File: src/rtl/mcast_pkg.sv
package mcast_pkg;
   localparam int unsigned MAC_W     = 48;
   localparam int unsigned WORD_W    = 32;
   localparam int unsigned CODE_W    = 12;
   localparam int unsigned WFLAG_BIT = 15;
   localparam int unsigned SEL_LSB   = 16;
   localparam int unsigned DIR_BIT   = 23;

   localparam logic [1:0] RSEL_DATA = 2'd0;
   localparam logic [1:0] RSEL_CMD  = 2'd1;
   localparam logic [1:0] RSEL_STAT = 2'd2;

   typedef struct packed {
      logic              wflag;
      logic [CODE_W-1:0] code;
      logic [WORD_W-1:0] data;
   } ind_cmd_t;
endpackage

File: src/rtl/mcast_host_regs.sv
module mcast_host_regs
   import mcast_pkg::*;
(
   input  logic              clk,
   input  logic              rst_n,
   input  logic              reg_wr,
   input  logic [1:0]        reg_sel,
   input  logic [WORD_W-1:0] reg_wdata,
   input  logic              ready,
   input  logic              data_load,
   input  logic [WORD_W-1:0] data_val,
   output logic [WORD_W-1:0] reg_rdata,
   output logic              issue,
   output ind_cmd_t          cmd
);
   logic [WORD_W-1:0] data_q;
   logic              wflag_q;
   logic [CODE_W-1:0] code_q;
   logic              unused_wbits;

   assign unused_wbits = ^{reg_wdata[WORD_W-1:WFLAG_BIT+1], reg_wdata[WFLAG_BIT-1:CODE_W]};
   assign issue        = reg_wr && (reg_sel == RSEL_CMD);
   assign cmd          = '{wflag: reg_wdata[WFLAG_BIT], code: reg_wdata[CODE_W-1:0], data: data_q};

   always_ff @(posedge clk or negedge rst_n) begin
      if (!rst_n) begin
         data_q  <= '0;
         wflag_q <= 1'b0;
         code_q  <= '0;
      end else begin
         if (reg_wr && reg_sel == RSEL_DATA)
            data_q <= reg_wdata;
         else if (data_load)
            data_q <= data_val;
         if (issue) begin
            wflag_q <= reg_wdata[WFLAG_BIT];
            code_q  <= reg_wdata[CODE_W-1:0];
         end
      end
   end

   always_comb begin
      reg_rdata = '0;
      unique case (reg_sel)
         RSEL_DATA: reg_rdata = data_q;
         RSEL_CMD: begin
            reg_rdata[WFLAG_BIT]    = wflag_q;
            reg_rdata[CODE_W-1:0]   = code_q;
         end
         RSEL_STAT: reg_rdata[0] = ready;
         default:   reg_rdata = '0;
      endcase
   end


   cmd_capture_chk: assert property (@(posedge clk) disable iff (!rst_n)
      issue |=> (code_q == $past(reg_wdata[CODE_W-1:0])) && (wflag_q == $past(reg_wdata[WFLAG_BIT])));
endmodule

File: src/rtl/mcast_seq.sv
module mcast_seq
   import mcast_pkg::*;
#(
   parameter int unsigned LATENCY = 3
) (
   input  logic     clk,
   input  logic     rst_n,
   input  logic     issue,
   input  ind_cmd_t cmd_in,
   output logic     ready,
   output logic     done_irq,
   output logic     exec,
   output ind_cmd_t cmd_q
);
   localparam int unsigned CNT_W = (LATENCY > 2) ? $clog2(LATENCY) : 1;
   localparam logic [CNT_W-1:0] CNT_LOAD = CNT_W'(LATENCY - 1);

   logic             busy;
   logic [CNT_W-1:0] cnt;

   generate
      if (LATENCY < 2 || LATENCY > 4) begin : g_bad_latency
         $error("mcast_seq: LATENCY must be 2 to 4");
      end
   endgenerate

   assign exec = busy && (cnt == '0) && !issue;

   always_ff @(posedge clk or negedge rst_n) begin
      if (!rst_n) begin
         busy     <= 1'b0;
         cnt      <= '0;
         cmd_q    <= '0;
         ready    <= 1'b1;
         done_irq <= 1'b0;
      end else if (issue) begin
         busy     <= 1'b1;
         cnt      <= CNT_LOAD;
         cmd_q    <= cmd_in;
         ready    <= 1'b0;
         done_irq <= 1'b0;
      end else if (exec) begin
         busy     <= 1'b0;
         ready    <= 1'b1;
         done_irq <= 1'b1;
      end else begin
         if (busy) cnt <= cnt - 1'b1;
         done_irq <= 1'b0;
      end
   end


   ready_drop_chk: assert property (@(posedge clk) disable iff (!rst_n)
      issue |=> !ready);

   irq_with_ready_chk: assert property (@(posedge clk) disable iff (!rst_n)
      done_irq |-> ready);

   rise_pulses_chk: assert property (@(posedge clk) disable iff (!rst_n)
      $rose(ready) |-> done_irq);

   single_pulse_chk: assert property (@(posedge clk) disable iff (!rst_n)
      done_irq |=> !done_irq);

   cnt_range_chk: assert property (@(posedge clk) disable iff (!rst_n)
      busy |-> (cnt <= CNT_LOAD));
endmodule

File: src/rtl/mcast_store.sv
module mcast_store
   import mcast_pkg::*;
#(
   parameter int unsigned        ENTRIES = 4,
   parameter logic [CODE_W-1:0]  LO_CODE = 12'h388,
   parameter logic [CODE_W-1:0]  HI_CODE = 12'h38C
) (
   input  logic              clk,
   input  logic              rst_n,
   input  logic              exec,
   input  ind_cmd_t          cmd,
   output logic              data_load,
   output logic [WORD_W-1:0] data_val
);
   localparam int unsigned SEL_W = (ENTRIES > 1) ? $clog2(ENTRIES) : 1;
   localparam int unsigned HI_W  = MAC_W - WORD_W;

   logic [WORD_W-1:0]             lo_q;
   logic [HI_W-1:0]               hi_q;
   logic [SEL_W-1:0]              sel_q;
   logic                          dir_q;
   logic [ENTRIES-1:0][MAC_W-1:0] tbl;
   logic                          is_lo, is_hi, is_commit, is_fetch;
   logic [SEL_W-1:0]              new_sel;
   logic                          unused_cbits;

   generate
      if (ENTRIES != 2 && ENTRIES != 4) begin : g_bad_entries
         $error("mcast_store: ENTRIES must be 2 or 4");
      end
      if (LO_CODE == HI_CODE) begin : g_bad_codes
         $error("mcast_store: staging word codes must differ");
      end
   endgenerate

   assign unused_cbits = ^{cmd.data[WORD_W-1:DIR_BIT+1], cmd.data[DIR_BIT-1:SEL_LSB+SEL_W]};
   assign is_lo     = (cmd.code == LO_CODE);
   assign is_hi     = (cmd.code == HI_CODE);
   assign new_sel   = cmd.data[SEL_LSB +: SEL_W];
   assign is_commit = exec && cmd.wflag && is_hi && !cmd.data[DIR_BIT];
   assign is_fetch  = exec && cmd.wflag && is_hi &&  cmd.data[DIR_BIT];

   generate
      for (genvar e = 0; e < ENTRIES; e++) begin : g_entry
         logic [MAC_W-1:0] ent_q;
         always_ff @(posedge clk or negedge rst_n) begin
            if (!rst_n)
               ent_q <= '0;
            else if (is_commit && new_sel == SEL_W'(e))
               ent_q <= {cmd.data[HI_W-1:0], lo_q};
         end
         assign tbl[e] = ent_q;
      end
   endgenerate

   always_ff @(posedge clk or negedge rst_n) begin
      if (!rst_n) begin
         lo_q  <= '0;
         hi_q  <= '0;
         sel_q <= '0;
         dir_q <= 1'b0;
      end else if (exec && cmd.wflag) begin
         if (is_lo) begin
            lo_q <= cmd.data;
         end else if (is_hi) begin
            sel_q <= new_sel;
            dir_q <= cmd.data[DIR_BIT];
            if (cmd.data[DIR_BIT]) begin
               lo_q <= tbl[new_sel][WORD_W-1:0];
               hi_q <= tbl[new_sel][MAC_W-1:WORD_W];
            end else begin
               hi_q <= cmd.data[HI_W-1:0];
            end
         end
      end
   end

   assign data_load = exec && !cmd.wflag && (is_lo || is_hi);

   always_comb begin
      data_val = '0;
      if (is_lo) begin
         data_val = lo_q;
      end else begin
         data_val[HI_W-1:0]             = hi_q;
         data_val[SEL_LSB +: SEL_W]     = sel_q;
         data_val[DIR_BIT]              = dir_q;
      end
   end


   unknown_code_chk: assert property (@(posedge clk) disable iff (!rst_n)
      (exec && !is_lo && !is_hi) |=> $stable(lo_q) && $stable(hi_q) && $stable(tbl));

   fetch_hi_chk: assert property (@(posedge clk) disable iff (!rst_n)
      is_fetch |=> (hi_q == $past(tbl[new_sel][MAC_W-1:WORD_W])) && (sel_q == $past(new_sel)));
endmodule

File: src/rtl/mcast_tbl_port.sv
module mcast_tbl_port
   import mcast_pkg::*;
#(
   parameter int unsigned       ENTRIES = 4,
   parameter int unsigned       LATENCY = 3,
   parameter logic [11:0]       LO_CODE = 12'h388,
   parameter logic [11:0]       HI_CODE = 12'h38C
) (
   input  logic        clk,
   input  logic        rst_n,
   input  logic        reg_wr,
   input  logic [1:0]  reg_sel,
   input  logic [31:0] reg_wdata,
   output logic [31:0] reg_rdata,
   output logic        ready,
   output logic        done_irq
);
   logic              issue, exec, data_load;
   logic [WORD_W-1:0] data_val;
   ind_cmd_t          cmd_new, cmd_run;

   mcast_host_regs i_regs (
      .clk(clk), .rst_n(rst_n), .reg_wr(reg_wr), .reg_sel(reg_sel),
      .reg_wdata(reg_wdata), .ready(ready), .data_load(data_load),
      .data_val(data_val), .reg_rdata(reg_rdata), .issue(issue), .cmd(cmd_new)
   );

   mcast_seq #(.LATENCY(LATENCY)) i_seq (
      .clk(clk), .rst_n(rst_n), .issue(issue), .cmd_in(cmd_new),
      .ready(ready), .done_irq(done_irq), .exec(exec), .cmd_q(cmd_run)
   );

   mcast_store #(.ENTRIES(ENTRIES), .LO_CODE(LO_CODE), .HI_CODE(HI_CODE)) i_store (
      .clk(clk), .rst_n(rst_n), .exec(exec), .cmd(cmd_run),
      .data_load(data_load), .data_val(data_val)
   );


   reserved_zero_chk: assert property (@(posedge clk) disable iff (!rst_n)
      data_load |=> (reg_sel != RSEL_DATA) || (reg_rdata[31:24] == '0 && reg_rdata[22:18] == '0)
                    || (cmd_run.code == LO_CODE));
endmodule

File: config.mk
export PLATFORM = sky130hd
export DESIGN_NAME = mcast_tbl_port
export DESIGN_NICKNAME = d
export VERILOG_FILES = /design/src/rtl/mcast_pkg.sv /design/src/rtl/mcast_host_regs.sv /design/src/rtl/mcast_seq.sv /design/src/rtl/mcast_store.sv /design/src/rtl/mcast_tbl_port.sv
export SDC_FILE = /design/constraint.sdc
export NUM_CORES = 1
export LEC_CHECK = 0
export BUFFER_PORTS_ARGS = -buffer_cell sky130_fd_sc_hd__buf_2
export CAP_MARGIN = 20
export CORE_MARGIN = 3
export CORE_UTILIZATION = 55
export DETAILED_ROUTE_END_ITERATION = 8
export GPL_ROUTABILITY_DRIVEN = 0
export HOLD_SLACK_MARGIN = 0.12
export PLACE_DENSITY = 0.72
export SKIP_CTS_REPAIR_TIMING = 1
export SYNTH_ARGS = -nofsm -noshare
export SYNTH_HDL_FRONTEND = slang
export SYNTH_SLANG_ARGS = --single-unit
export TNS_END_PERCENT = 100
File: constraint.sdc
create_clock -name clk -period 6.25 [get_ports clk]
set_input_delay 0.625 -clock clk [delete_from_list [all_inputs] [get_ports clk]]
set_output_delay 0.625 -clock clk [all_outputs]
set_load 0.005 [all_outputs]
==> results of run 1 <==
==> how the worst max path moves through the flow <==
stage | cells after the start | endpoint
2_1_floorplan | 7 | i_regs.data_q[23]$_DFFE_PN0P_
3_5_place_dp | 7 | i_store.g_entry[2].ent_q[7]$_DFFE_PN0P_
5_1_grt | 7 | i_store.g_entry[2].ent_q[5]$_DFFE_PN0P_
3_3_place_gp | 7 | i_store.g_entry[2].ent_q[5]$_DFFE_PN0P_
4_1_cts | 7 | i_store.g_entry[2].ent_q[5]$_DFFE_PN0P_
6_report | 7 | i_store.g_entry[2].ent_q[37]$_DFFE_PN0P_
==> worst max-delay path: stages <==
cell	delay, ps
sky130_fd_sc_hd__buf_2	260
sky130_fd_sc_hd__nand3b_1	150
sky130_fd_sc_hd__buf_4	630
sky130_fd_sc_hd__nand4_1	360
sky130_fd_sc_hd__nor3_4	680
sky130_fd_sc_hd__buf_4	440
sky130_fd_sc_hd__mux2_2	380
==> synth_stat cells (all sizes together) (2+ instances only) <==
master,n
o21ai,15
mux2i,44
nand2b,3
a221o,13
nand4,3
nor2b,2
buf,44
nand3,2
and2,35
nor2,28
nand2,17
nor4,2
mux2,328
nor3b,2
clkbuf,22
a221oi,13
nor3,3
inv,16
nand4b,2
dfrtp,324
mux4,47
nand3b,3
==> stage by stage <==
stage,cell area (um2),std cells,hold slack [ps],worst slack (ps),total power [mW]
3_5_place_dp,15400,1344,474,2560,2.74
2_1_floorplan,14800,982,329,4070,2.57
3_3_place_gp,15400,1344,463,2640,2.73
5_1_grt,16600,1406,263,2860,4.97
6_report,16600,1406,204,3050,4.77
4_1_cts,16600,1406,263,3070,4.83
==> kinds of logic (layout without fill, tap and decap cells) <==
| kind of cell | after synthesis | count (layout) |
|---|---|---|
| xor+xnor | 1 | 1 |
| flops | 325 | 325 |
| buf+inv | 82 | 171 |
| mux | 419 | 419 |
| fa+ha+maj | 1 | 1 |
| compound gates | 48 | 48 |
| simple gates | 106 | 106 |
==> layer usage <==
metal | vias up | share of wire
li1 | 3737 | -
met1 | 4400 | 0.45
met2 | 104 | 0.51
met3 | 40 | 0.024
met4 | 0 | 0.018
met5 | - | 0
==> power groups by stage <==
stage          Combinational [mW]  Clock (mW)  Sequential, mW
2_1_floorplan               0.257           0            2.31
3_3_place_gp                0.380           0            2.35
3_5_place_dp                0.389           0            2.35
4_1_cts                     0.392        2.12            2.32
5_1_grt                     0.424        2.21            2.34
6_report                    0.384        2.07            2.32
==> placed cells by master, fill, tap and decap left out, types with 8 or more instances in the layout <==
cell and n:
sky130_fd_sc_hd__o21ai_0 15, sky130_fd_sc_hd__clkbuf_16 37, sky130_fd_sc_hd__mux2i_1 44, sky130_fd_sc_hd__buf_4 22, sky130_fd_sc_hd__mux4_2 47, sky130_fd_sc_hd__a221oi_1 13
sky130_fd_sc_hd__clkbuf_8 9, sky130_fd_sc_hd__mux2_1 8, sky130_fd_sc_hd__dfrtp_1 322, sky130_fd_sc_hd__and2_1 34, sky130_fd_sc_hd__nand2_1 16, sky130_fd_sc_hd__nor2_1 28
sky130_fd_sc_hd__a221o_1 13, sky130_fd_sc_hd__buf_2 69, sky130_fd_sc_hd__mux2_2 320, sky130_fd_sc_hd__inv_1 16
==> state kept, by name, indices dropped and copies added (netlist names) <==
name,flops
i_store.lo_q,32
i_seq.cnt,2
i_store.hi_q,16
i_seq.done_irq,1
i_store.g_entry.ent_q,192
i_regs.data_q,32
i_seq.ready,1
i_seq.cmd_q,45
i_seq.busy,1
i_store.dir_q,1
i_store.sel_q,2
==> final cells by class <==
type	count	area share
Sequential cell	325	0.491
Timing Repair Buffer	93	0.0329
Clock buffer	53	0.0649
Multi-Input combinational cell	575	0.377
Tap cell	335	0.0253
Clock inverter	9	0.00573
Inverter	16	0.00362
==> reports/qor_table.md, run 1 <==
| Quantity | Reported | Unit |
|---|---|---|
| Required time worst endpoint | 6630 | ps |
| Number of levels in the clock H-tree | 2 | - |
| Post-synthesis xor/xnor area fraction | 0.000593 | - |
| Largest fanout on the critical path | 66 | - |
| Fraction of power spent switching nets | 0.232 | - |
| Bufs on Longest Clock Path | 3 | - |
| Clock power share | 0.434 | - |
| Fraction of power consumed by sequential logic | 0.486 | - |
| Via-to-Cell Ratio | 5.89 | - |
| Area of the core | 26200 | um2 |
| RSZ-0062 raised after global routing | false | - |
| Internal cell power | 3.66 | mW |
| Top achievable clock speed | 312 | MHz |
| Met1 Resource Use GR | 0.300 | - |
| Biggest area consumer among synthesized cells | sky130_fd_sc_hd__dfrtp_1 | - |
| # nets final | 1085 | - |
| Largest net degree at the start of global routing | 128 | - |
| Startpoint Class | input pin | - |
| Syn Area/Cell | 15.0 | um2 |
| Worst setup path class | input pin to flip-flop | - |
| Remaining design rule violation count | 0 | - |
| Max-slew headroom at the worst pin | 0.310 | - |
| Category of the worst setup path capture point | flip-flop | - |
| Slew of the pin with the lowest slew margin | 1030 | ps |
| TritonRoute pass-1 iters | 4 | - |
| Initial standard-cell utilization of the core | 0.563 | - |
| Switching pwr | 1.11 | mW |
| Area of the multi-input gates | 6250 | um2 |
| Post-Syn Nets | 1020 | - |
| Final number of hold-violating endpoints | 0 | - |
| Vias | 8281 | - |
| Clk Latency, worst-skew pair | 510 | ps |
| Synthesis-stage register bit count | 325 | - |
| Fraction of final layout cells sized beyond drive strength 1 | 0.494 | - |
| Mux share of post-synthesis cell area | 0.352 | - |
| Worst setup path start | reg_sel[1] | - |
| Largest family of logic cells by synthesized area | multiplexers | - |
| PD cells | 288 | nW/um2 |
| Area fraction in compound gates after synthesis | 0.0253 | - |
| Setup slack, reg-to-reg | 3300 | ps |
| Count of port buffers added during placement | 70 | - |
| Antenna violations before repair | 0 | - |
| Seq/Total Area, Yosys | 0.551 | - |
| Grt ovf | 0 | - |
| Clock transition time at the flip-flop clock pins of the worst setup and hold paths | 60 | ps |
| TritonCTS clock tree | yes | - |
| Final worst-path cycle share | 0.512 | - |
| Worst flop-to-flop path endpoint | i_store.g_entry[2].ent_q[37]$_DFFE_PN0P_ | - |
| Part of the total power dissipated in combinational logic | 0.080 | - |
| Number of synthesized flops with an enable pin | 0 | - |
| Clock root buffer | sky130_fd_sc_hd__clkbuf_16 | - |
| Number of warnings reported in the yosys synthesis log | 0 | - |
| Area taken by flip-flops and latches | 8140 | um2 |
| Fin util | 0.633 | - |
| M3 GR Usage | 0.0276 | - |
| Depth of the worst register-to-register path | 7 | - |
| Fraction of the mapped netlist area in simple logic gates | 0.0425 | - |
| Run status | completed | - |
| Adder and majority cell fraction of the synthesized area | 0.000848 | - |
| Post-route minimum period | 3200 | ps |
| Antenna viol nets, final | 0 | - |
| Cells after synthesis | 982 | - |
| Proportion of register bits with asynchronous set or reset after synthesis | 1.00 | - |
| Die Outline Area | 28800 | um2 |
| Filler Cell Count | 1965 | - |
| Clock Sinks | 325 | - |
| Cell Rows | 59 | - |
| Number of max-cap violations | 0 | - |
| Yosys top cell area share | 0.549 | - |
| Fin. max-slew vios | 0 | - |
| GRT Max-Usage Layer | met2 | - |
| Post-detailed-route wirelength per cell | 21.7 | um |
| Path category of the worst min-delay check | input pin to asynchronous set/reset pin | - |
| Detailed Route Iter0 Violations | 403 | - |
| Final setup viols | 0 | - |
| Die outline height | 170 | um |
| Launch instance of the worst register-to-register path | i_seq.cnt[0]$_DFFE_PN0P_ | - |
| Final Routed Wirelength | 30500 | um |
| Leakage power | 8.12 | nW |
| Worst voltage drop across the vdd grid | 160 | uV |
| Total half-perimeter wirelength after legalization and detailed placement | 18200 | um |
| Clock Skews | 13.3 | ps |
| Ant diodes | 0 | - |
| Arrival time of data at the critical path endpoint | 3580 | ps |
| Relative area change from synthesis to final layout | 12.4 | % |
| Global-route wire length before repair | 49800 | um |
| Global routing usage summed across all routing layers | 0.219 | - |
| Final total negative setup slack | 0 | ps |
| Inserted Clock Buffers | 36 | - |
| Distinct cell type count of the synthesized netlist | 45 | - |
| Number of top-level pins | 71 | - |
| GR Layer Usage met2 | 0.379 | - |
| Via count of the first global-routing pass | 8963 | - |
| Ys flop type | sky130_fd_sc_hd__dfrtp_1 | - |
| Die width | 170 | um |
| Combined area of all synthesized cells | 14800 | um2 |
| Most area-consuming cells after synthesis | sky130_fd_sc_hd__dfrtp_1, sky130_fd_sc_hd__mux2_2, sky130_fd_sc_hd__mux4_2 | - |
(Power assumes the default switching activity.)
==> inputs of run 2 (changes only) <==
==> constraint.sdc (replaced) <==
create_clock -name clk -period 3.3 [get_ports clk]
set_input_delay 0.33 -clock clk [delete_from_list [all_inputs] [get_ports clk]]
set_output_delay 0.33 -clock clk [all_outputs]
set_load 0.005 [all_outputs]
==> run 2 against run 1 <==
Net effect: sequential power increased by 90%; sequential share of layout area is 0.68 points lower; sequential cell count unchanged; total power up 90%; critical endpoint is now i_store.lo_q[18]$_DFFE_PN0P_; largest cell class unchanged; highest routed layer unchanged.
==> reports/qor_table.md, run 2 (synthesis results as in run 1) <==
| Quantity | Reported | Unit | vs previous |
|---|---|---|---|
| Final number of hold-violating endpoints | 0 | - | unchanged |
| Hold endpoint | i_regs.data_q[19]$_DFFE_PN0P_ | - |  |
| Depth of the worst register-to-register path | 5 | - | -2 |
| Cell Rows | 59 | - | unchanged |
| Clk Latency, worst-skew pair | 510 | ps | about the same |
| Number of max-cap violations | 0 | - | unchanged |
| Clock power share | 0.433 | - | about the same |
| Cell area after layout | 16800 | um2 | +1.4% |
| Total half-perimeter wirelength after legalization and detailed placement | 18900 | um | +3.8% |
| Largest fanout on the critical path | 11 | - | -83% |
| Cell depth of the worst hold path | 3 | - |  |
| Remaining design rule violation count | 0 | - | unchanged |
| Launch instance of the worst register-to-register path | i_seq.cmd_q[33]$_DFFE_PN0P_ | - |  |
| Area of the core | 26200 | um2 | unchanged |
| Required time worst endpoint | 3690 | ps | -2940 ps |
| Fraction of power consumed by sequential logic | 0.485 | - | about the same |
| Clock transition time at the flip-flop clock pins of the worst setup and hold paths | 60 | ps | about the same |
| Area of the multi-input gates | 6250 | um2 | unchanged |
| Max reg flops | 192 | - | unchanged |
| Run status | completed | - |  |
| Number of levels in the clock H-tree | 2 | - | unchanged |
| Vias | 8426 | - | +1.8% |
| # nets final | 1105 | - | +1.8% |
| Worst setup margin | 732 | ps | -2320 ps |
| Switching pwr | 2.13 | mW | +92% |
| Fraction of final layout cells sized beyond drive strength 1 | 0.488 | - | -0.00584 |
| Worst setup path start | i_seq.cmd_q[33]$_DFFE_PN0P_ | - |  |
| Largest registers | i_store.g_entry.ent_q x192, i_seq.cmd_q x45 | - |  |
| Grt ovf | 0 | - | unchanged |
| Die width | 170 | um | unchanged |
| Category of the worst setup path capture point | flip-flop | - |  |
| Beginning of the worst hold path | reg_wdata[19] | - |  |
| Inserted Clock Buffers | 35 | - | -2.8% |
| Part of the total power dissipated in combinational logic | 0.082 | - | +0.002 |
| Power consumption | 9.07 | mW | +90% |
| Antenna viol nets, final | 0 | - | unchanged |
| Leakage power | 8.22 | nW | +1.2% |
| Area taken by flip-flops and latches | 8140 | um2 | unchanged |
| Fraction of power spent switching nets | 0.235 | - | +0.00283 |
| Relative area change from synthesis to final layout | 14.0 | % |  |
| RSZ-0062 raised after global routing | false | - |  |
| Final total negative setup slack | 0 | ps | unchanged |
| Slew of the pin with the lowest slew margin | 742 | ps | -289 ps |
| Final worst-path cycle share | 0.778 | - |  |
| Leading cell types in the layout, fill and taps excluded | sky130_fd_sc_hd__dfrtp_1, sky130_fd_sc_hd__mux2_2, sky130_fd_sc_hd__buf_2, sky130_fd_sc_hd__mux4_2, sky130_fd_sc_hd__mux2i_1 | - |  |
| TritonCTS clock tree | yes | - |  |
| Worst setup path class | flip-flop to flip-flop | - |  |
| Internal cell power | 6.94 | mW | +89% |
| Final Routed Wirelength | 31400 | um | +3.1% |
| Ant diodes | 0 | - | unchanged |
| Fin. max-slew vios | 0 | - | unchanged |
| Clock Skews | 10.3 | ps | -3.00 ps |
| Post-route minimum period | 2570 | ps |  |
| Global routing usage summed across all routing layers | 0.224 | - | +0.00513 |
| Worst flop-to-flop path endpoint | i_store.lo_q[18]$_DFFE_PN0P_ | - |  |
| PD cells | 539 | nW/um2 | +88% |
| Antenna violations before repair | 0 | - | unchanged |
| Number of top-level pins | 71 | - | unchanged |
| Count of port buffers added during placement | 70 | - | unchanged |
| Most frequent standard cell in the layout excluding fill and tap cells | sky130_fd_sc_hd__dfrtp_1 | - |  |
| Final hold slack | 126 | ps | -78.6 ps |
| Worst voltage drop across the vdd grid | 399 | uV | +150% |
| Clock Sinks | 325 | - | unchanged |
| Global-route wire length before repair | 50700 | um | +1.7% |
| Largest net degree at the start of global routing | 97 | - | -24% |
| Post-detailed-route wirelength per cell | 22.0 | um | +1.6% |
| Final setup viols | 0 | - | unchanged |
| Path category of the worst min-delay check | input pin to flip-flop | - |  |
| Setup slack, reg-to-reg | 730 | ps | -2570 ps |
| Post-place instance area | 15500 | um2 | +0.67% |
| Via-to-Cell Ratio | 5.90 | - | +0.25% |
| Bufs on Longest Clock Path | 3 | - | unchanged |
| Arrival time of data at the critical path endpoint | 2960 | ps | -620 ps |
| Die outline height | 170 | um | unchanged |
| Max-slew headroom at the worst pin | 0.505 | - | +0.195 |
| Startpoint Class | flip-flop | - |  |
| TritonRoute pass-1 iters | 4 | - | unchanged |
| Die Outline Area | 28800 | um2 | unchanged |
| Initial standard-cell utilization of the core | 0.563 | - | unchanged |
| Clock root buffer | sky130_fd_sc_hd__clkbuf_16 | - |  |
| Via count of the first global-routing pass | 9064 | - | +1.1% |
| Worst setup timing slack at the placement stage | 696 | ps | -1860 ps |
| Detailed Route Iter0 Violations | 556 | - | +38% |
| Top achievable clock speed | 389 | MHz |  |
| Largest register by flop count | i_store.g_entry.ent_q | - |  |
| Filler Cell Count | 1910 | - | -2.8% |
==> run 2: changes by cell type in the layout (fill, tap and decap cells not counted) <==
cell / previous run / this run
sky130_fd_sc_hd__clkinvlp_4: 0 / 1
sky130_fd_sc_hd__clkbuf_1: 7 / 10
sky130_fd_sc_hd__clkinv_2: 7 / 4
sky130_fd_sc_hd__dlygate4sd3_1: 0 / 14
sky130_fd_sc_hd__buf_4: 22 / 25
sky130_fd_sc_hd__buf_12: 1 / 5
sky130_fd_sc_hd__clkbuf_8: 9 / 8
==> run 2: cell type report <==
cell class                      count  area share
Clock buffer                       55      0.0638
Clock inverter                      7     0.00521
Multi-Input combinational cell    575       0.372
Tap cell                          335      0.0249
Timing Repair Buffer              114      0.0469
Sequential cell                   325       0.484
Inverter                           16     0.00357
==> run 2: power by group through the flow <==
stage	Sequential [mW]	Combinational (mW)	Clock (mW)
finish	4.40	0.747	3.93
global route	4.43	0.831	4.16
CTS	4.40	0.749	4.00
detailed placement	4.47	0.741	0
global placement	4.46	0.729	0
floorplan	4.37	0.488	0
==> run 2: worst max-delay path by stage <==
stage | end | slack (ps) | cells past startpoint
2_1_floorplan | i_store.g_entry[0].ent_q[27]$_DFFE_PN0P_ | 1270 | 8
3_3_place_gp | i_regs.data_q[12]$_DFFE_PN0P_ | 720 | 7
3_5_place_dp | i_store.lo_q[26]$_DFFE_PN0P_ | 700 | 7
4_1_cts | i_store.lo_q[18]$_DFFE_PN0P_ | 710 | 5
5_1_grt | i_store.g_entry[1].ent_q[8]$_DFFE_PN0P_ | 600 | 7
6_report | i_store.lo_q[18]$_DFFE_PN0P_ | 730 | 5
==> run 2: metrics by stage <==
step,util,cells
detailed placement,0.592,1351
global placement,0.592,1351
floorplan,-,982
CTS,0.637,1413
global route,0.642,1427
finish,0.642,1427
==> run 2: critical path, stage by stage, from the launching register on <==
cell and delay, ps:
sky130_fd_sc_hd__dfrtp_1 400, sky130_fd_sc_hd__nor3b_2 450, sky130_fd_sc_hd__nand4b_1 610, sky130_fd_sc_hd__buf_4 440, sky130_fd_sc_hd__mux2_2 290, sky130_fd_sc_hd__mux2_2 260
==> run 2: routing by layer <==
layer / GRT usage / share of wire / up-vias
met5: 0 / 0 / -
met4: 0.0544 / 0.017 / 0
met3: 0.0274 / 0.029 / 46
met2: 0.388 / 0.51 / 121
met1: 0.306 / 0.45 / 4482
li1: - / - / 3777
==> inputs of run 3 (changes only) <==
--- a/config.mk
+++ b/config.mk
@@ -5,6 +5,7 @@
 export SDC_FILE = /design/constraint.sdc
 export NUM_CORES = 1
 export LEC_CHECK = 0
+export ABC_AREA = 1
 export BUFFER_PORTS_ARGS = -buffer_cell sky130_fd_sc_hd__buf_2
 export CAP_MARGIN = 20
 export CORE_MARGIN = 3
@@ -12,7 +13,7 @@
 export DETAILED_ROUTE_END_ITERATION = 8
 export GPL_ROUTABILITY_DRIVEN = 0
 export HOLD_SLACK_MARGIN = 0.12
-export PLACE_DENSITY = 0.72
+export PLACE_DENSITY = 0.71
 export SKIP_CTS_REPAIR_TIMING = 1
 export SYNTH_ARGS = -nofsm -noshare
 export SYNTH_HDL_FRONTEND = slang
==> constraint.sdc (replaced) <==
create_clock -name clk -period 2.45 [get_ports clk]
set_input_delay 0.245 -clock clk [delete_from_list [all_inputs] [get_ports clk]]
set_output_delay 0.245 -clock clk [all_outputs]
set_load 0.005 [all_outputs]
==> run 3 against run 2 <==
Net effect: clock-buffer cell count is 1 lower; highest routed layer is now met5; area after synthesis rose by 6.4%; die area up 6.1%; hold slack lost 9.6 ps; wire length grew 36%; maximum frequency is 17% higher; utilization fell by 0.36 points; critical endpoint is now i_regs.data_q[13]$_DFFE_PN0P_; critical path depth increased by 5; largest cell class unchanged; non-clock buffer count grew 39.
==> reports/qor_table.md, run 3 <==
| Quantity | Reported | Unit | vs previous |
|---|---|---|---|
| Non-Filler Instances | 2474 | - | +73% |
| Worst voltage drop across the vdd grid | 413 | uV | +3.3% |
| Relative area change from synthesis to final layout | 13.6 | % |  |
| Post-detailed-route wirelength per cell | 17.3 | um | -22% |
| Combined area of all synthesized cells | 15700 | um2 | +6.4% |
| Placed cells | 2380 | - | +76% |
| Clock Sinks | 325 | - | unchanged |
| Post-place instance area | 16400 | um2 | +5.5% |
| Synthesis-stage register bit count | 325 | - | unchanged |
| Vias | 14100 | - | +67% |
| Run status | completed | - |  |
| GRT Max-Usage Layer | met1 | - |  |
| Number of synthesized flops with an enable pin | 0 | - | unchanged |
| Biggest area consumer among synthesized cells | sky130_fd_sc_hd__dfrtp_1 | - |  |
| Mux share of post-synthesis cell area | 0 | - | -0.352 |
| Worst setup path class | flip-flop to flip-flop | - |  |
| Number of max-cap violations | 0 | - | unchanged |
| Die width | 175 | um | +3.0% |
| Most common cell in the synthesized netlist | sky130_fd_sc_hd__nand2_1 | - |  |
| Seq/Total Area, Yosys | 0.518 | - | -0.0329 |
| Via count of the first global-routing pass | 13300 | - | +47% |
| Leakage power | 9.40 | nW | +14% |
| Adder and majority cell fraction of the synthesized area | 0.000797 | - | -0.0000507 |
| Number of levels in the clock H-tree | 2 | - | unchanged |
| Beginning of the worst hold path | reg_wdata[13] | - |  |
| Antenna viol nets, final | 0 | - | unchanged |
| Worst setup timing slack at the placement stage | 294 | ps | -402 ps |
| TritonRoute pass-1 iters | 6 | - | +2 |
| Bufs on Longest Clock Path | 3 | - | unchanged |
| Proportion of register bits with asynchronous set or reset after synthesis | 1.00 | - | unchanged |
| Clock root buffer | sky130_fd_sc_hd__clkbuf_16 | - |  |
| Post-Syn Nets | 2071 | - | +100% |
| TritonCTS clock tree | yes | - |  |
| Max reg flops | 192 | - | unchanged |
| Largest net degree at the start of global routing | 98 | - | +1.0% |
| Most instantiated cells after synthesis | sky130_fd_sc_hd__nand2_1, sky130_fd_sc_hd__dfrtp_1, sky130_fd_sc_hd__nand4_1 | - |  |
| Distinct cell type count of the synthesized netlist | 26 | - | -42% |
| GR Layer Usage met2 | 0.416 | - | +0.0275 |
| Cell depth of the worst hold path | 4 | - | +1 |
| Top achievable clock speed | 454 | MHz | +17% |
| Depth of the worst register-to-register path | 10 | - | +5 |
| Fraction of the mapped netlist area in simple logic gates | 0.364 | - | +0.322 |
| Largest register by flop count | i_store.g_entry.ent_q | - |  |
| Most frequent standard cell in the layout excluding fill and tap cells | sky130_fd_sc_hd__nand2_1 | - |  |
| RSZ-0062 raised after global routing | false | - |  |
| # nets final | 2110 | - | +91% |
| Global routing usage summed across all routing layers | 0.280 | - | +0.0555 |
| Clk Latency, worst-skew pair | 520 | ps | about the same |
| Startpoint Class | flip-flop | - |  |
| Leading cell types in the layout, fill and taps excluded | sky130_fd_sc_hd__nand2_1, sky130_fd_sc_hd__dfrtp_1, sky130_fd_sc_hd__nand4_1, sky130_fd_sc_hd__o21ai_0, sky130_fd_sc_hd__inv_1 | - |  |
| Remaining design rule violation count | 0 | - | unchanged |
| Yosys top cell area share | 0.516 | - | -0.0328 |
| Slowest cell on the critical path | sky130_fd_sc_hd__dfrtp_1 | - |  |
| Die Outline Area | 30600 | um2 | +6.1% |
| Number of warnings reported in the yosys synthesis log | 0 | - | unchanged |
| Ys flop type | sky130_fd_sc_hd__dfrtp_1 | - |  |
| Global-route wire length before repair | 70400 | um | +39% |
| Fraction of final layout cells sized beyond drive strength 1 | 0.0983 | - | -0.390 |
| Cell Rows | 61 | - | +3.4% |
| Max-slew headroom at the worst pin | 0.453 | - | -0.0521 |
| Launch instance of the worst register-to-register path | i_seq.cmd_q[40]$_DFFE_PN0P_ | - |  |
| Fin util | 0.638 | - | -0.00356 |
| Most area-consuming cells after synthesis | sky130_fd_sc_hd__dfrtp_1, sky130_fd_sc_hd__nand2_1, sky130_fd_sc_hd__nand4_1 | - |  |
| Worst setup margin | 246 | ps | -486 ps |
| Largest fanout on the critical path | 21 | - | +10 |
| Largest family of logic cells by synthesized area | simple AND/OR/NAND/NOR gates | - |  |
| PD cells | 700 | nW/um2 | +30% |
| M3 GR Usage | 0.0669 | - | +0.0395 |
| Worst setup path start | i_seq.cmd_q[40]$_DFFE_PN0P_ | - |  |
| Initial standard-cell utilization of the core | 0.562 | - | -0.00124 |
| Clock Skews | 17.7 | ps | +7.34 ps |
| Cells after synthesis | 2033 | - | +110% |
| Inserted Clock Buffers | 36 | - | +2.9% |
| Final total negative setup slack | 0 | ps | unchanged |
| Detailed Route Iter0 Violations | 1460 | - | +160% |
| Most frequent CP cell | sky130_fd_sc_hd__nand2_1 | - |  |
| Grt ovf | 0 | - | unchanged |
| Clock transition time at the flip-flop clock pins of the worst setup and hold paths | 60 | ps | about the same |
| Final Routed Wirelength | 42800 | um | +36% |
| Post-synthesis xor/xnor area fraction | 0 | - | -0.000593 |
| Critical path cell sequence | nand2_1, inv_2, nand2_1, nor2_4, buf_4, nand3_2, nand2_1, inv_1, nand2_1, nand2_1 | - |  |
| Path category of the worst min-delay check | input pin to flip-flop | - |  |
| Arrival time of data at the critical path endpoint | 2600 | ps | -360 ps |
| Final worst-path cycle share | 0.899 | - | +0.121 |
| Syn Area/Cell | 7.72 | um2 | -49% |
| Delay contributed by the slowest stage of the critical path | 370 | ps | -240 ps |
| Number of top-level pins | 71 | - | unchanged |
| Category of the worst setup path capture point | flip-flop | - |  |
| Count of port buffers added during placement | 70 | - | unchanged |
| Total half-perimeter wirelength after legalization and detailed placement | 25500 | um | +35% |
| Cell area after layout | 17800 | um2 | +6.0% |
| Met1 Resource Use GR | 0.422 | - | +0.116 |
| Final number of hold-violating endpoints | 0 | - | unchanged |
| Area of the core | 27900 | um2 | +6.6% |
| Required time worst endpoint | 2850 | ps | -840 ps |
| Post-route minimum period | 2200 | ps | -364 ps |
| Slew of the pin with the lowest slew margin | 820 | ps | +78.1 ps |
| Ant diodes | 0 | - | unchanged |
| Via-to-Cell Ratio | 5.69 | - | -3.7% |
| Fin. max-slew vios | 0 | - | unchanged |
| Antenna violations before repair | 1 | - | +1 |
| Area fraction in compound gates after synthesis | 0.0412 | - | +0.0159 |
| Final setup viols | 0 | - | unchanged |
| Largest registers | i_store.g_entry.ent_q x192, i_seq.cmd_q x45 | - |  |
| Die outline height | 175 | um | +3.0% |
==> run 3: kinds of logic after synthesis <==
| group | Yosys count |
|---|---|
| simple gates | 1313 |
| flops | 325 |
| compound gates | 126 |
| buf+inv | 268 |
| fa+ha+maj | 1 |
==> run 3: cell type report <==
cell class,instances,area [um2]
Fill cell,2472,10100
Sequential cell,325,8130
Multi-Input combinational cell,1440,6410
Timing Repair Buffer,153,1240
Clock buffer,54,1090
Tap cell,378,473
Inverter,116,438
Clock inverter,8,47.5
==> run 3: routing by layer <==
layer,part of all wire,routed length (um)
met1,0.46,19800
met4,0.013,567
met3,0.082,3500
met5,0.00028,12
met2,0.44,18900
==> run 3: through the flow <==
| step | hold slack, ps | total power [mW] |
|---|---|---|
| finish | 116 | 12.5 |
| global placement | 254 | 7.27 |
| floorplan | -50.6 | 6.68 |
| CTS | -299 | 12.5 |
| global route | 136 | 13.0 |
| detailed placement | 250 | 7.29 |
==> run 3: worst paths after layout <==
path                       slack (ps)                                        to
min reg2reg                       470   i_store.g_entry[0].ent_q[6]$_DFFE_PN0P_
max reg2reg                       250             i_regs.data_q[13]$_DFFE_PN0P_
min                               120             i_regs.data_q[13]$_DFFE_PN0P_
min in group asynchronous         280  i_store.g_entry[3].ent_q[10]$_DFFE_PN0P_
max                               250             i_regs.data_q[13]$_DFFE_PN0P_
max in group asynchronous        1390                   i_seq.ready$_DFFE_PN1P_
==> run 3: worst max-delay path: cells and delay by family, from the launching register on <==
family | cells | cell delay [ps]
buffers and inverters | 3 | 550
AND/OR/NAND/NOR | 7 | 1180
flip-flops | 1 | 370
==> run 3: where the power goes <==
group / internal, mW / switching, mW
clock network: 3.07 / 2.14
registers: 5.63 / 0.235
logic: 0.404 / 0.998
total: 9.10 / 3.38
